$ cat src/rtl/cce_pkg.sv
// Package: shared definitions for the cadence enable generator.
// Assumes: the gap pattern is two lengths that differ by one.
package cce_pkg;
    typedef enum logic {
        GAP_SHORT = 1'b0,
        GAP_LONG  = 1'b1
    } gap_phase_e;
endpackage

$ cat src/rtl/cce_gap_counter.sv
// Module: counts clocks inside the current gap and flags its last cycle.
// Assumes: phase selects the length of the current gap; run low rewinds the count.
module cce_gap_counter #(
    parameter int SHORT_GAP = 5,
    parameter int CNT_W     = $clog2(SHORT_GAP + 1)
) (
    input  logic              clk,
    input  logic              rst_n,
    input  logic              run,
    input  cce_pkg::gap_phase_e phase,
    output logic              at_start,
    output logic              wrap
);
    localparam logic [CNT_W-1:0] LAST_SHORT = CNT_W'(SHORT_GAP - 1);
    localparam logic [CNT_W-1:0] LAST_LONG  = CNT_W'(SHORT_GAP);

    logic [CNT_W-1:0] cnt_q;
    logic [CNT_W-1:0] last_idx;

    // Pick the final count value of the gap now running.
    always_comb begin
        last_idx = (phase == cce_pkg::GAP_LONG) ? LAST_LONG : LAST_SHORT;
    end

    assign at_start = (cnt_q == '0);
    assign wrap     = run && (cnt_q == last_idx);

    // Advance the count, or rewind it on reset, on run low, or at the end of a gap.
    always_ff @(posedge clk) begin
        if (!rst_n || !run || wrap) begin
            cnt_q <= '0;
        end else begin
            cnt_q <= cnt_q + 1'b1;
        end
    end
endmodule

$ cat src/rtl/cce_phase_tracker.sv
// Module: holds which gap length is running; flips at every gap end.
// Assumes: wrap is a one-cycle strobe on the last cycle of a gap.
module cce_phase_tracker (
    input  logic                clk,
    input  logic                rst_n,
    input  logic                run,
    input  logic                wrap,
    output cce_pkg::gap_phase_e phase
);
    // Swap between short and long gaps; rewind to short on reset or stop.
    always_ff @(posedge clk) begin
        if (!rst_n || !run) begin
            phase <= cce_pkg::GAP_SHORT;
        end else if (wrap) begin
            phase <= (phase == cce_pkg::GAP_LONG) ? cce_pkg::GAP_SHORT : cce_pkg::GAP_LONG;
        end
    end
endmodule

$ cat src/rtl/cadence_ce_gen.sv
// Module: top of the 5/6 cadence enable generator.
// Assumes: clk is the fast word clock; rst_n is synchronous and active low.
// Enables are gated by run and rst_n in the same cycle.
module cadence_ce_gen #(
    parameter int SHORT_GAP = 5
) (
    input  logic clk,
    input  logic rst_n,
    input  logic run,
    output logic word_ce,
    output logic edh_ce,
    output logic hd_ce,
    output logic long_gap
);
    localparam int LONG_GAP = SHORT_GAP + 1;
    localparam int CNT_W    = $clog2(LONG_GAP);
    localparam int MON_W    = $clog2(LONG_GAP + 2);

    cce_pkg::gap_phase_e phase;
    logic at_start;
    logic wrap;
    logic ce_int;

    cce_gap_counter #(.SHORT_GAP(SHORT_GAP), .CNT_W(CNT_W)) u_count (
        .clk(clk), .rst_n(rst_n), .run(run), .phase(phase),
        .at_start(at_start), .wrap(wrap)
    );

    cce_phase_tracker u_phase (
        .clk(clk), .rst_n(rst_n), .run(run), .wrap(wrap), .phase(phase)
    );

    // Pulse only at the start of a gap while running and out of reset.
    always_comb begin
        ce_int = rst_n && run && at_start;
    end

    assign word_ce  = ce_int;
    assign edh_ce   = ce_int;
    assign hd_ce    = 1'b1;
    assign long_gap = (phase == cce_pkg::GAP_LONG);

    // Monitor: clocks since the last pulse, and the phase that pulse opened.
    logic [MON_W-1:0] since_q;
    logic             armed_q;
    logic             prev_long_q;

    // Track the distance between pulses for the gap check.
    always_ff @(posedge clk) begin
        if (!rst_n || !run) begin
            since_q     <= '0;
            armed_q     <= 1'b0;
            prev_long_q <= 1'b0;
        end else if (word_ce) begin
            since_q     <= MON_W'(1);
            armed_q     <= 1'b1;
            prev_long_q <= long_gap;
        end else if (since_q != '1) begin
            since_q <= since_q + 1'b1;
        end
    end

    assert_gap_alternates_R2: assert property (@(posedge clk) disable iff (!rst_n)
        (word_ce && armed_q) |-> (since_q == (prev_long_q ? MON_W'(LONG_GAP) : MON_W'(SHORT_GAP))));

    assert_single_cycle_R3: assert property (@(posedge clk) disable iff (!rst_n)
        word_ce |=> !word_ce);

    assert_first_pulse_R1: assert property (@(posedge clk) disable iff (!rst_n)
        ($past(!rst_n) && run) |-> word_ce);

    assert_restart_pulse_R7: assert property (@(posedge clk) disable iff (!rst_n)
        ($past(!run) && run) |-> (word_ce && !long_gap));

    assert_phase_moves_on_pulse_R6: assert property (@(posedge clk) disable iff (!rst_n)
        (run && $past(run) && $past(rst_n) && (long_gap != $past(long_gap))) |-> word_ce);
endmodule

$ cat config.mk
export PLATFORM = sky130hd
export DESIGN_NAME = cadence_ce_gen
export DESIGN_NICKNAME = d
export VERILOG_FILES = /design/src/rtl/cce_pkg.sv /design/src/rtl/cce_gap_counter.sv /design/src/rtl/cce_phase_tracker.sv /design/src/rtl/cadence_ce_gen.sv
export SDC_FILE = /design/constraint.sdc
export NUM_CORES = 1
export LEC_CHECK = 0
export BUFFER_PORTS_ARGS = -buffer_cell sky130_fd_sc_hd__buf_4
export CORE_AREA = 2 2 39 41
export DETAILED_ROUTE_END_ITERATION = 8
export DIE_AREA = 0 0 41 43
export PLACE_DENSITY = 0.36
export SYNTH_ARGS = -nofsm -noshare
export SYNTH_HDL_FRONTEND = slang
export SYNTH_SLANG_ARGS = --single-unit
$ cat constraint.sdc
create_clock -name clk -period 0.99 [get_ports clk]
set_clock_uncertainty 0.05 [all_clocks]
set_input_delay 0.0495 -clock clk [delete_from_list [all_inputs] [get_ports clk]]
set_output_delay 0.0495 -clock clk [all_outputs]
set_load 0.05 [all_outputs]
# Yosys cells after proc, flatten, opt, wreduce, memory -nomap -nowiden
# Index checks and enable logic that the tools add are counted.
# classes
n_mul,0
div_mod_pow,0
bitwise,0
n_mux,2
eq_ne,1
reduce_logical,8
n_lt_le_gt_ge,0
shift,0
n_addsub,1
# ops
cell,n
$add A3 B1 Y3 const B,1
$eq A3 B3 Y1,1
$logic_and A1 B1 Y1,3
$logic_not A3 Y1,1
$logic_not A1 Y1,2
$logic_or A1 B1 Y1,2
$mux W1,2
# totals
mem_bits_rw,0
latch_bits,0
inputBits,3
n_memories,0
mem_bits_ro,0
word_cells,14
output_inout_bits,4
ff_bits,4

# Longest topological paths before layout
# Gate-level depths: netlist (run 1).
# depth
ltp_word,4
ltp_mapped,4
ltp_nobuf,4

# Modules after synthesis
# From an unflattened synthesis (run 1), not the netlist that was laid out.
# unflattened
hier_cells,24
area_unflattened_um2,219.0
# by_module_without_submodules
module,seq_area_each_um2,cells_per_inst,n_inst,area_each_um2
cce_gap_counter,60.1,17,1,158.9
cce_phase_tracker,20.0,3,1,35.0
cadence_ce_gen,0.0,4,1,25.0

# Worst setup path after synthesis (run 1)
# No wires, ideal clock.
# synth_path
kind,register to output
from,reg u_count.cnt_q[0]
to,out word_ce
n_path_buf,1
path_stages_with_launch,5
setup_slack_ns,-1.209
arrival_ns,2.100
required_time_ns,0.890
cell_sequence,dfxtp_1 > inv_1 > ha_1 > nor3b_1 > buf_4
# synth_between
elab_chain_cells,2
# synth_lines
item,line_no,rtl
"start, declared",cce_gap_counter.sv:17,logic [CNT_W-1:0] cnt_q;
"start signal, assigned",cce_gap_counter.sv:33,cnt_q <= cnt_q + 1'b1;
$logic_not A3 Y1,cce_gap_counter.sv:25,assign at_start = (cnt_q == '0);
$logic_and A1 B1 Y1,cadence_ce_gen.sv:35,ce_int = rst_n && run && at_start;
"end, declared",cadence_ce_gen.sv:10,"output logic word_ce,"
# No other way between the ends.

# Worst setup path in the final report (run 1)
# layout_path
from,reg u_count.cnt_q[1]
to,out word_ce
# Same word-level chain as after synthesis.

==> impl_metrics.csv, run 1 <==
group,metric,value,unit
outcome,status,"finished with violations",
logic_synthesis,synth_cell_types,14,
global_route,grt.met3_usage,3.14,%
global_route,grt_max_degree,5,
timing,setup_slack,-0.235,ns
global_route,grt_pass1_vias,190,
global_route,grt_pass1_wl,800,µm
clock_network,cts_tree,"built",
critical_path,end_kind,"output port",
global_route,grt-busiest-layer,"met2",
die,core_area,1380,µm²
min_path,min_path_type,"in -> reg",
critical_path,cp_max_fo,2,
die,fp.dieH,43,µm
critical_path,critical_path_class,"reg -> out",
clock_network,clkLatencyLatePin,0.24,ns
critical_path,crit_path_start_kind,"flip-flop",
route,finalWirelength,478,µm
placement,place.gp.congestion,0.680,
route,viasPerCell,3.89,
placement,dp_hpwl,306,µm
logic_synthesis,avgSynthCellArea,9.61,µm²
die,initial_utilization,15.3,%
route,final_antenna_net_count,0,
outcome,violations,"negative setup slack",
logic_synthesis,ys_ff_latch,4,
route,drcViolationCount,0,
job,maxCapViolations,0,
timing,period_share,124,%
timing,period_needed,1.22,ns
route,routedWlPerCell,10.2,µm
logic_synthesis,seq_area_frac_synth,37.9,%
route,drt_iter0_markers,1,
timing,finalHoldViolations,0,
global_route,antenna_found_initial,0,
logic_synthesis,synthCells,22,
pwr,total_power,0.474,mW
critical_path,arrival,1.13,ns
cells_and_area,nets,38,
global_route,track_usage,7.55,%
die,fp.dieW,41,µm
clock_network,clockBufferDepth,2,
timing,rsz0062_at_grt,"yes",
global_route,use_met1,7.14,%
cells_and_area,final_core_util,26.2,%
placement,place_ws,-0.0134,ns
timing,final-setup-viol-count,5,
route,vias,183,
timing,timing.fmax,0.816,GHz
die,num_rows,14,
pwr,peakVddDrop,0.000348,V
cells_and_area,diodes,0,
placement,port_buffers,5,
logic_synthesis,syn_nets,27,
cells_and_area,final_cells,47,
clock_network,clock_sinks,4,
global_route,met2_usage,10.0,%
timing,drv_slew,0,
clock_network,root_buffer,"clkbuf_4",
clock_network,path_clk_slew,0.04,ns
die,dieArea,1760,µm²
timing,holdWs,0.0235,ns
timing,setup-tns-final,-0.700,ns
critical_path,worstPathRequired,0.89,ns
route,dr.pass1.iters,2,
logic_synthesis,syn_area,211,µm²
cells_and_area,drive_gt1_share,67.7,%
logic_synthesis,ys_warn_count,0,
clock_network,h-tree-depth,1,
cells_and_area,fin_area,363,µm²
placement,placed_area,289,µm²
global_route,grt_overflow,0,
die,pin_count,7,
pwr,power.density,1310,nW/µm²
placement,placed_cells,42,
pwr,cellLeakagePower,0.143,nW
cells_and_area,syn_to_final_growth,71.6,%
clock_network,cts-buffers-inserted,3,
==> per-layer routing <==
| layer | up-vias | wire, µm |
|---|---|---|
| met5 | - | 0 |
| met4 | 0 | 13 |
| met3 | 2 | 27 |
| met1 | 84 | 183 |
| li1 | 91 | - |
| met2 | 6 | 254 |
==> synthesized netlist by cell type <==
library cell / count / area [µm²]
a21oi_1: 1 / 5.00
and2b_1: 1 / 7.51
nand3b_1: 1 / 7.51
nor3b_1: 1 / 7.51
ha_1: 2 / 25.0
nand2_1: 1 / 3.75
xnor2_1: 2 / 17.5
dfxtp_1: 4 / 80.1
inv_1: 2 / 7.51
a211oi_1: 2 / 15.0
conb_1: 1 / 3.75
buf_4: 2 / 15.0
o2111a_1: 1 / 11.3
nand3_1: 1 / 5.00
==> what timing repair did <==
| action | in CTS | in global routing |
|---|---|---|
| pin swaps | 2 | 0 |
| endpoints found under the setup margin | 4 | 6 |
| cloned | 0 | 0 |
| resized for setup | 6 | 1 |
| hold buffers | 0 | 0 |
| buffers inserted | 2 | 0 |
| endpoints found under the hold margin | 0 | 0 |
==> cell families after synthesis <==
logic type	after synthesis	synth area share, %
simple gates	5	14.8
flops	4	37.9
fa+ha+maj	2	11.8
xor+xnor	2	8.29
other cells	1	1.77
compound gates	4	14.8
buf+inv	4	10.7
==> state kept, by name, summed over array words and instances, names as in the netlist <==
signal         count
u_count.cnt_q      3
u_phase.phase      1
==> cell type report <==
class	instances	area, µm²
inverters	2	7.51
clock buffers	3	22.5
multi-input cells	14	158
repair buffers	8	71.3
well taps	16	20.0
fillers	150	1020
flip-flops and latches	4	83.8
==> layout by cell type, fill, tap and decap left out <==
| master | count |
|---|---|
| ha_4 | 1 |
| conb_1 | 1 |
| nor3b_4 | 1 |
| ha_2 | 1 |
| nand3_1 | 1 |
| clkbuf_4 | 3 |
| dfxtp_1 | 1 |
| nand3b_1 | 1 |
| dfxtp_2 | 3 |
| inv_2 | 2 |
| buf_6 | 3 |
| buf_4 | 5 |
| o2111a_1 | 1 |
| a211oi_1 | 2 |
| xnor2_1 | 1 |
| xnor2_4 | 1 |
| and2b_1 | 1 |
| a21oi_2 | 1 |
| nand2_1 | 1 |
==> final timing paths <==
path | slack, ns | depth (start not counted) | startpoint | to
worst max-delay path | -0.23 | 4 | u_count.cnt_q[1]$_SDFF_PP0_ | word_ce
worst min-delay path | 0.02 | 3 | run | u_count.cnt_q[1]$_SDFF_PP0_
worst max register to register | -0.09 | 4 | u_count.cnt_q[0]$_SDFF_PP0_ | u_count.cnt_q[2]$_SDFF_PP0_
worst min register to register | 0.57 | 2 | u_phase.phase$_SDFFE_PP0P_ | u_count.cnt_q[1]$_SDFF_PP0_
==> report_power, final <==
group | switching (mW) | internal (mW) | total [mW]
Sequential | 0.00376 | 0.167 | 0.171
Combinational | 0.0527 | 0.0427 | 0.0954
Clock | 0.0719 | 0.136 | 0.208
==> critical path: stages (launching register included) <==
cell and delay, ns:
dfxtp_2 0.32, inv_2 0.06, ha_4 0.12, nor3b_4 0.21
buf_6 0.19
Power figures use the tool's default switching activity.
==> run 2, diff against run 1 <==
--- a/config.mk
+++ b/config.mk
@@ -9,7 +9,9 @@
 export CORE_AREA = 2 2 39 41
 export DETAILED_ROUTE_END_ITERATION = 8
 export DIE_AREA = 0 0 41 43
-export PLACE_DENSITY = 0.36
+export PLACE_DENSITY = 0.37
+export SETUP_SLACK_MARGIN = 0.15
 export SYNTH_ARGS = -nofsm -noshare
 export SYNTH_HDL_FRONTEND = slang
+export SYNTH_HIERARCHICAL = 1
 export SYNTH_SLANG_ARGS = --single-unit
==> impl_metrics.csv, run 2 <==
group,metric,value,unit
outcome,status,"finished with violations",
outcome,violations,"negative setup slack",
critical_path,end_kind,"output port",
cells_and_area,seqCellArea,87.6,µm²
logic_synthesis,syn_area,219,µm²
logic_synthesis,synth_edf_count,0,
logic_synthesis,synth_ff_type,"dfxtp_1",
global_route,met2_usage,14.4,%
clock_network,cts-buffers-inserted,3,
route,drcViolationCount,0,
cells_and_area,drive_gt1_share,73.7,%
cells_and_area,nets,44,
logic_synthesis,synth.most_common_cell,"dfxtp_1",
die,dieArea,1760,µm²
die,fp.dieH,43,µm
cells_and_area,reg.largest.list,"u_count/cnt_q (3), u_phase/phase (1)",
global_route,grt-busiest-layer,"met2",
clock_network,clkLatencyLatePin,0.25,ns
cells_and_area,syn_to_final_growth,109,%
cells_and_area,multiInputGateArea,180,µm²
placement,place.gp.congestion,0.659,
cells_and_area,final_cell_mix,"5 x buf_4, 3 x clkbuf_4, 3 x buf_8, 3 x buf_6",
global_route,grt_max_degree,6,
pwr,peakVddDrop,0.000668,V
global_route,antenna_found_initial,0,
logic_synthesis,avgSynthCellArea,9.12,µm²
route,routedWlPerCell,12.7,µm
logic_synthesis,syn_nets,29,
timing,timing.fmax,0.743,GHz
die,core_area,1380,µm²
cells_and_area,top_register,"u_count/cnt_q",
placement,port_buffers,5,
clock_network,clock_sinks,4,
die,initial_utilization,15.8,%
die,pin_count,7,
critical_path,arrival,1.25,ns
cells_and_area,n_fill_cell,147,
route,drt_iter0_markers,3,
clock_network,clockBufferDepth,2,
placement,placed_area,334,µm²
min_path,min_path_type,"in -> reg",
die,fp.dieW,41,µm
logic_synthesis,synth_cell_types,14,
global_route,track_usage,9.93,%
logic_synthesis,synth_top_cell_by_area,"dfxtp_1",
route,finalWirelength,687,µm
pwr,cellLeakagePower,0.197,nW
pwr,total_power,0.519,mW
critical_path,crit_path_start_kind,"flip-flop",
global_route,use_met1,9.29,%
die,num_rows,14,
clock_network,root_buffer,"clkbuf_4",
logic_synthesis,seq_area_frac_synth,36.6,%
route,vias,217,
global_route,grt_pass1_wl,1040,µm
cells_and_area,largest_reg_flops,3,
critical_path,worstPathRequired,0.89,ns
timing,period_share,136,%
placement,dp_hpwl,366,µm
route,dr.pass1.iters,3,
global_route,grt_pass1_vias,235,
logic_synthesis,ys_ff_latch,4,
logic_synthesis,yosysTopAreaCellShare,36.6,%
cells_and_area,fin_area,458,µm²
clock_network,path_clk_slew,0.05,ns
timing,holdWs,0.0189,ns
timing,finalHoldViolations,0,
logic_synthesis,synthCells,24,
critical_path,critical_path_class,"reg -> out",
cells_and_area,diodes,0,
timing,drv_slew,0,
route,viasPerCell,4.02,
global_route,grt_overflow,0,
critical_path,cp_max_fo,2,
pwr,power.density,1130,nW/µm²
timing,final-setup-viol-count,6,
global_route,grt.met3_usage,7.85,%
logic_synthesis,synth_area_leaders,"dfxtp_1 37%, ha_1 11%, xnor2_1 8.0%",
job,maxCapViolations,0,
timing,rsz0062_at_grt,"yes",
logic_synthesis,ys_warn_count,6,
cells_and_area,final_common_cell,"buf_4",
timing,setup_slack,-0.356,ns
clock_network,cts_tree,"built",
route,final_antenna_net_count,0,
logic_synthesis,synthArstFlopShare,0,%
timing,period_needed,1.35,ns
clock_network,h-tree-depth,1,
-- run 2: report_power, final --
part | total (mW) | switching [mW] | internal [mW]
clock network | 0.229 | 0.0776 | 0.152
registers | 0.167 | 0.00443 | 0.162
logic | 0.123 | 0.0613 | 0.0617
-- run 2: final cells by class --
class | count | share of cell area (%)
Inverter | 2 | 1.64
Timing Repair Buffer | 12 | 29.8
Multi-Input combinational cell | 16 | 39.3
Sequential cell | 4 | 19.1
Clock buffer | 4 | 5.74
Tap cell | 16 | 4.37
-- run 2: logic make-up (layout without fill, tap and decap cells) --
| group | after synthesis | count (layout) | share of synthesized area, % |
|---|---|---|---|
| and+or+nand+nor | 7 | 7 | 18.9 |
| DFF | 4 | 4 | 36.6 |
| buffers and inverters | 4 | 18 | 10.3 |
| AOI/OAI and AO/OA | 3 | 3 | 9.14 |
| xor gates and xnor gates | 3 | 3 | 12.0 |
| adders and majority gates | 2 | 2 | 11.4 |
| other | 1 | 1 | 1.71 |
-- run 2: stage by stage --
step / std cells / util [%] / setup TNS [ns] / setup slack (ns)
detailed placement: 48 / 24.1 / -0.553 / -0.178
global placement: 48 / 24.1 / -0.495 / -0.127
CTS: 54 / 30.7 / -1.24 / -0.340
floorplan: 24 / - / -0.420 / -0.200
global route: 54 / 33.1 / -1.60 / -0.424
finish: 54 / 33.1 / -1.27 / -0.356
-- run 2: path summary, 6_finish.rpt --
kind	startpoint	depth (start not counted)	slack, ns	to
setup / recovery	u_count/cnt_q[0]$_SDFF_PP0_	5	-0.36	edh_ce
setup reg to reg	u_count/cnt_q[0]$_SDFF_PP0_	5	-0.24	u_count/cnt_q[2]$_SDFF_PP0_
hold / removal	rst_n	2	0.02	u_phase/phase$_SDFFE_PP0P_
hold reg to reg	u_count/cnt_q[0]$_SDFF_PP0_	3	0.59	u_count/cnt_q[0]$_SDFF_PP0_
-- run 2: what timing repair did --
item | in CTS | in global routing
hold buffers | 0 | 0
endpoints found under the setup margin | 7 | 7
pin swaps | 4 | 3
buffers inserted | 2 | 0
gates resized for setup | 10 | 7
-- run 2: routing by layer --
layer  share of wire, %  vias to the layer above
li1                   -                      103
met1                 34                      108
met2                 59                        4
met3                4.8                        2
met4                1.3                        0
met5                  0                        -
-- run 2: critical path, cell delays in order (launching register included) --
cell and delay, ns:
dfxtp_4 0.35, inv_2 0.06, ha_4 0.11, nor2b_4 0.12, and3_4 0.21, buf_8 0.15
==> run 3, diff against run 2 <==
--- a/config.mk
+++ b/config.mk
@@ -10,6 +10,7 @@
 export DETAILED_ROUTE_END_ITERATION = 8
 export DIE_AREA = 0 0 41 43
 export PLACE_DENSITY = 0.37
+export REMOVE_ABC_BUFFERS = 1
 export SETUP_SLACK_MARGIN = 0.15
 export SYNTH_ARGS = -nofsm -noshare
 export SYNTH_HDL_FRONTEND = slang
==> impl_metrics.csv, run 3 (synthesized netlist as in run 2, its figures left out) <==
group,metric,value,unit
outcome,status,"finished with violations",
outcome,violations,"negative setup slack",
critical_path,cp_max_fo,2,
critical_path,slowest_stage,"dfxtp_2",
cells_and_area,syn_to_final_growth,95.4,%
global_route,use_met1,7.69,%
die,dieArea,1760,µm²
route,final_antenna_net_count,0,
cells_and_area,top_register,"u_count/cnt_q",
timing,period_share,130,%
cells_and_area,final_core_util,30.9,%
critical_path,max_stage_delay,0.31,ns
clock_network,path_clk_slew,0.04,ns
timing,rsz0062_at_grt,"yes",
timing,timing.fmax,0.777,GHz
critical_path,arrival,1.19,ns
cells_and_area,n_fill_cell,144,
timing,period_needed,1.29,ns
cells_and_area,largest_reg_flops,3,
die,fp.dieW,41,µm
route,drt_iter0_markers,0,
min_path,min_path_type,"in -> reg",
clock_network,cts-hold-fix-buffers,0,
timing,setup-tns-final,-1.05,ns
cells_and_area,diodes,0,
route,routedWlPerCell,9.87,µm
placement,port_buffers,5,
critical_path,timing.critical_path.max_delay_family,"simple AND/OR/NAND/NOR gates",
placement,place.gp.congestion,0.657,
die,initial_utilization,15.8,%
critical_path,path_buf_inv,2,
cells_and_area,drive_gt1_share,77.8,%
cells_and_area,nets,43,
critical_path,worstPathRequired,0.89,ns
cells_and_area,multiInputGateArea,183,µm²
timing,final-setup-viol-count,5,
route,viasPerCell,3.92,
die,core_area,1380,µm²
pwr,power.density,1110,nW/µm²
global_route,grt_max_degree,6,
global_route,grt_pass1_wl,966,µm
placement,placed_cells,47,
clock_network,clockBufferDepth,2,
clock_network,clock_sinks,4,
timing,finalHoldViolations,0,
cells_and_area,reg.largest.list,"u_count/cnt_q (3), u_phase/phase (1)",
clock_network,h-tree-depth,1,
timing,setup_slack,-0.297,ns
placement,placed_area,292,µm²
global_route,grt_overflow,0,
global_route,antenna_found_initial,0,
route,vias,204,
global_route,track_usage,9.03,%
critical_path,path_cells,"inv_2, ha_4, nor2b_4, and3_4, buf_8",
cells_and_area,final_cells,52,
die,num_rows,14,
route,dr.pass1.iters,1,
global_route,grt_pass1_vias,235,
cells_and_area,fin_area,428,µm²
die,pin_count,7,
clock_network,cts-buffers-inserted,3,
pwr,cellLeakagePower,0.184,nW
critical_path,critical_path_class,"reg -> out",
cells_and_area,seqCellArea,86.3,µm²
placement,dp_hpwl,368,µm
timing,drv_slew,0,
global_route,grt-busiest-layer,"met2",
clock_network,cts_tree,"built",
critical_path,end_kind,"output port",
pwr,peakVddDrop,0.000608,V
route,finalWirelength,513,µm
clock_network,clkLatencyLatePin,0.23,ns
clock_network,root_buffer,"clkbuf_4",
cells_and_area,final_cell_mix,"7 x buf_4, 3 x clkbuf_4, 3 x buf_8",
route,drcViolationCount,0,
global_route,met2_usage,13.8,%
die,fp.dieH,43,µm
critical_path,crit_path_start_kind,"flip-flop",
job,maxCapViolations,0,
cells_and_area,final_common_cell,"buf_4",
pwr,total_power,0.476,mW
global_route,grt.met3_usage,3.66,%
run 3: changes by cell type in the layout (fill, tap and decap cells not counted), sizes merged:
cell,change
buf,-1
clkbuf,-1
run 3: what timing repair did:
action                                  in CTS  in global routing
endpoints found under the setup margin       7                  7
pin swaps                                    5                  0
gates resized for setup                     23                  2
setup buffers                                2                  0
run 3: cell type report:
type	instances	area share, %
multi-input cells	16	42.7
repair buffers	11	25.4
flip-flops and latches	4	20.2
clock buffers	3	5.26
well taps	16	4.68
inverters	2	1.75
run 3: worst reg2reg max path: cells and delay by family (launching register included):
family	cells	cell delay (ns)
xor+xnor	1	0.13
buf+inv	1	0.14
flops	1	0.31
simple gates	3	0.52
run 3: metrics by stage:
step	hold slack [ns]	setup slack (ns)
5_1_grt	0.0364	-0.353
6_report	0.0438	-0.297
3_5_place_dp	0.270	-0.196
3_3_place_gp	0.266	-0.184
2_1_floorplan	0.128	-0.583
4_1_cts	0.0290	-0.317
run 3: routing by layer:
| layer | vias to the layer above | part of all wire, % |
|---|---|---|
| li1 | 100 | - |
| met1 | 100 | 31 |
| met2 | 4 | 65 |
| met3 | 0 | 3.1 |
| met4 | 0 | 0 |
| met5 | - | 0 |
run 3: final timing paths:
kind / startpoint / endpoint / slack (ns) / depth (start not counted)
max: u_count/cnt_q[1]$_SDFF_PP0_ / edh_ce / -0.30 / 5
min: rst_n / u_phase/phase$_SDFFE_PP0P_ / 0.04 / 2
max reg2reg: u_count/cnt_q[1]$_SDFF_PP0_ / u_phase/phase$_SDFFE_PP0P_ / -0.23 / 5
min reg2reg: u_count/cnt_q[2]$_SDFF_PP0_ / u_count/cnt_q[1]$_SDFF_PP0_ / 0.55 / 2
run 3: power breakdown:
group	leakage (nW)	internal, mW	total [mW]	switching, mW
combinational	0.137	0.0515	0.109	0.0574
clock	0.0138	0.135	0.200	0.0646
sequential	0.0341	0.164	0.167	0.00276
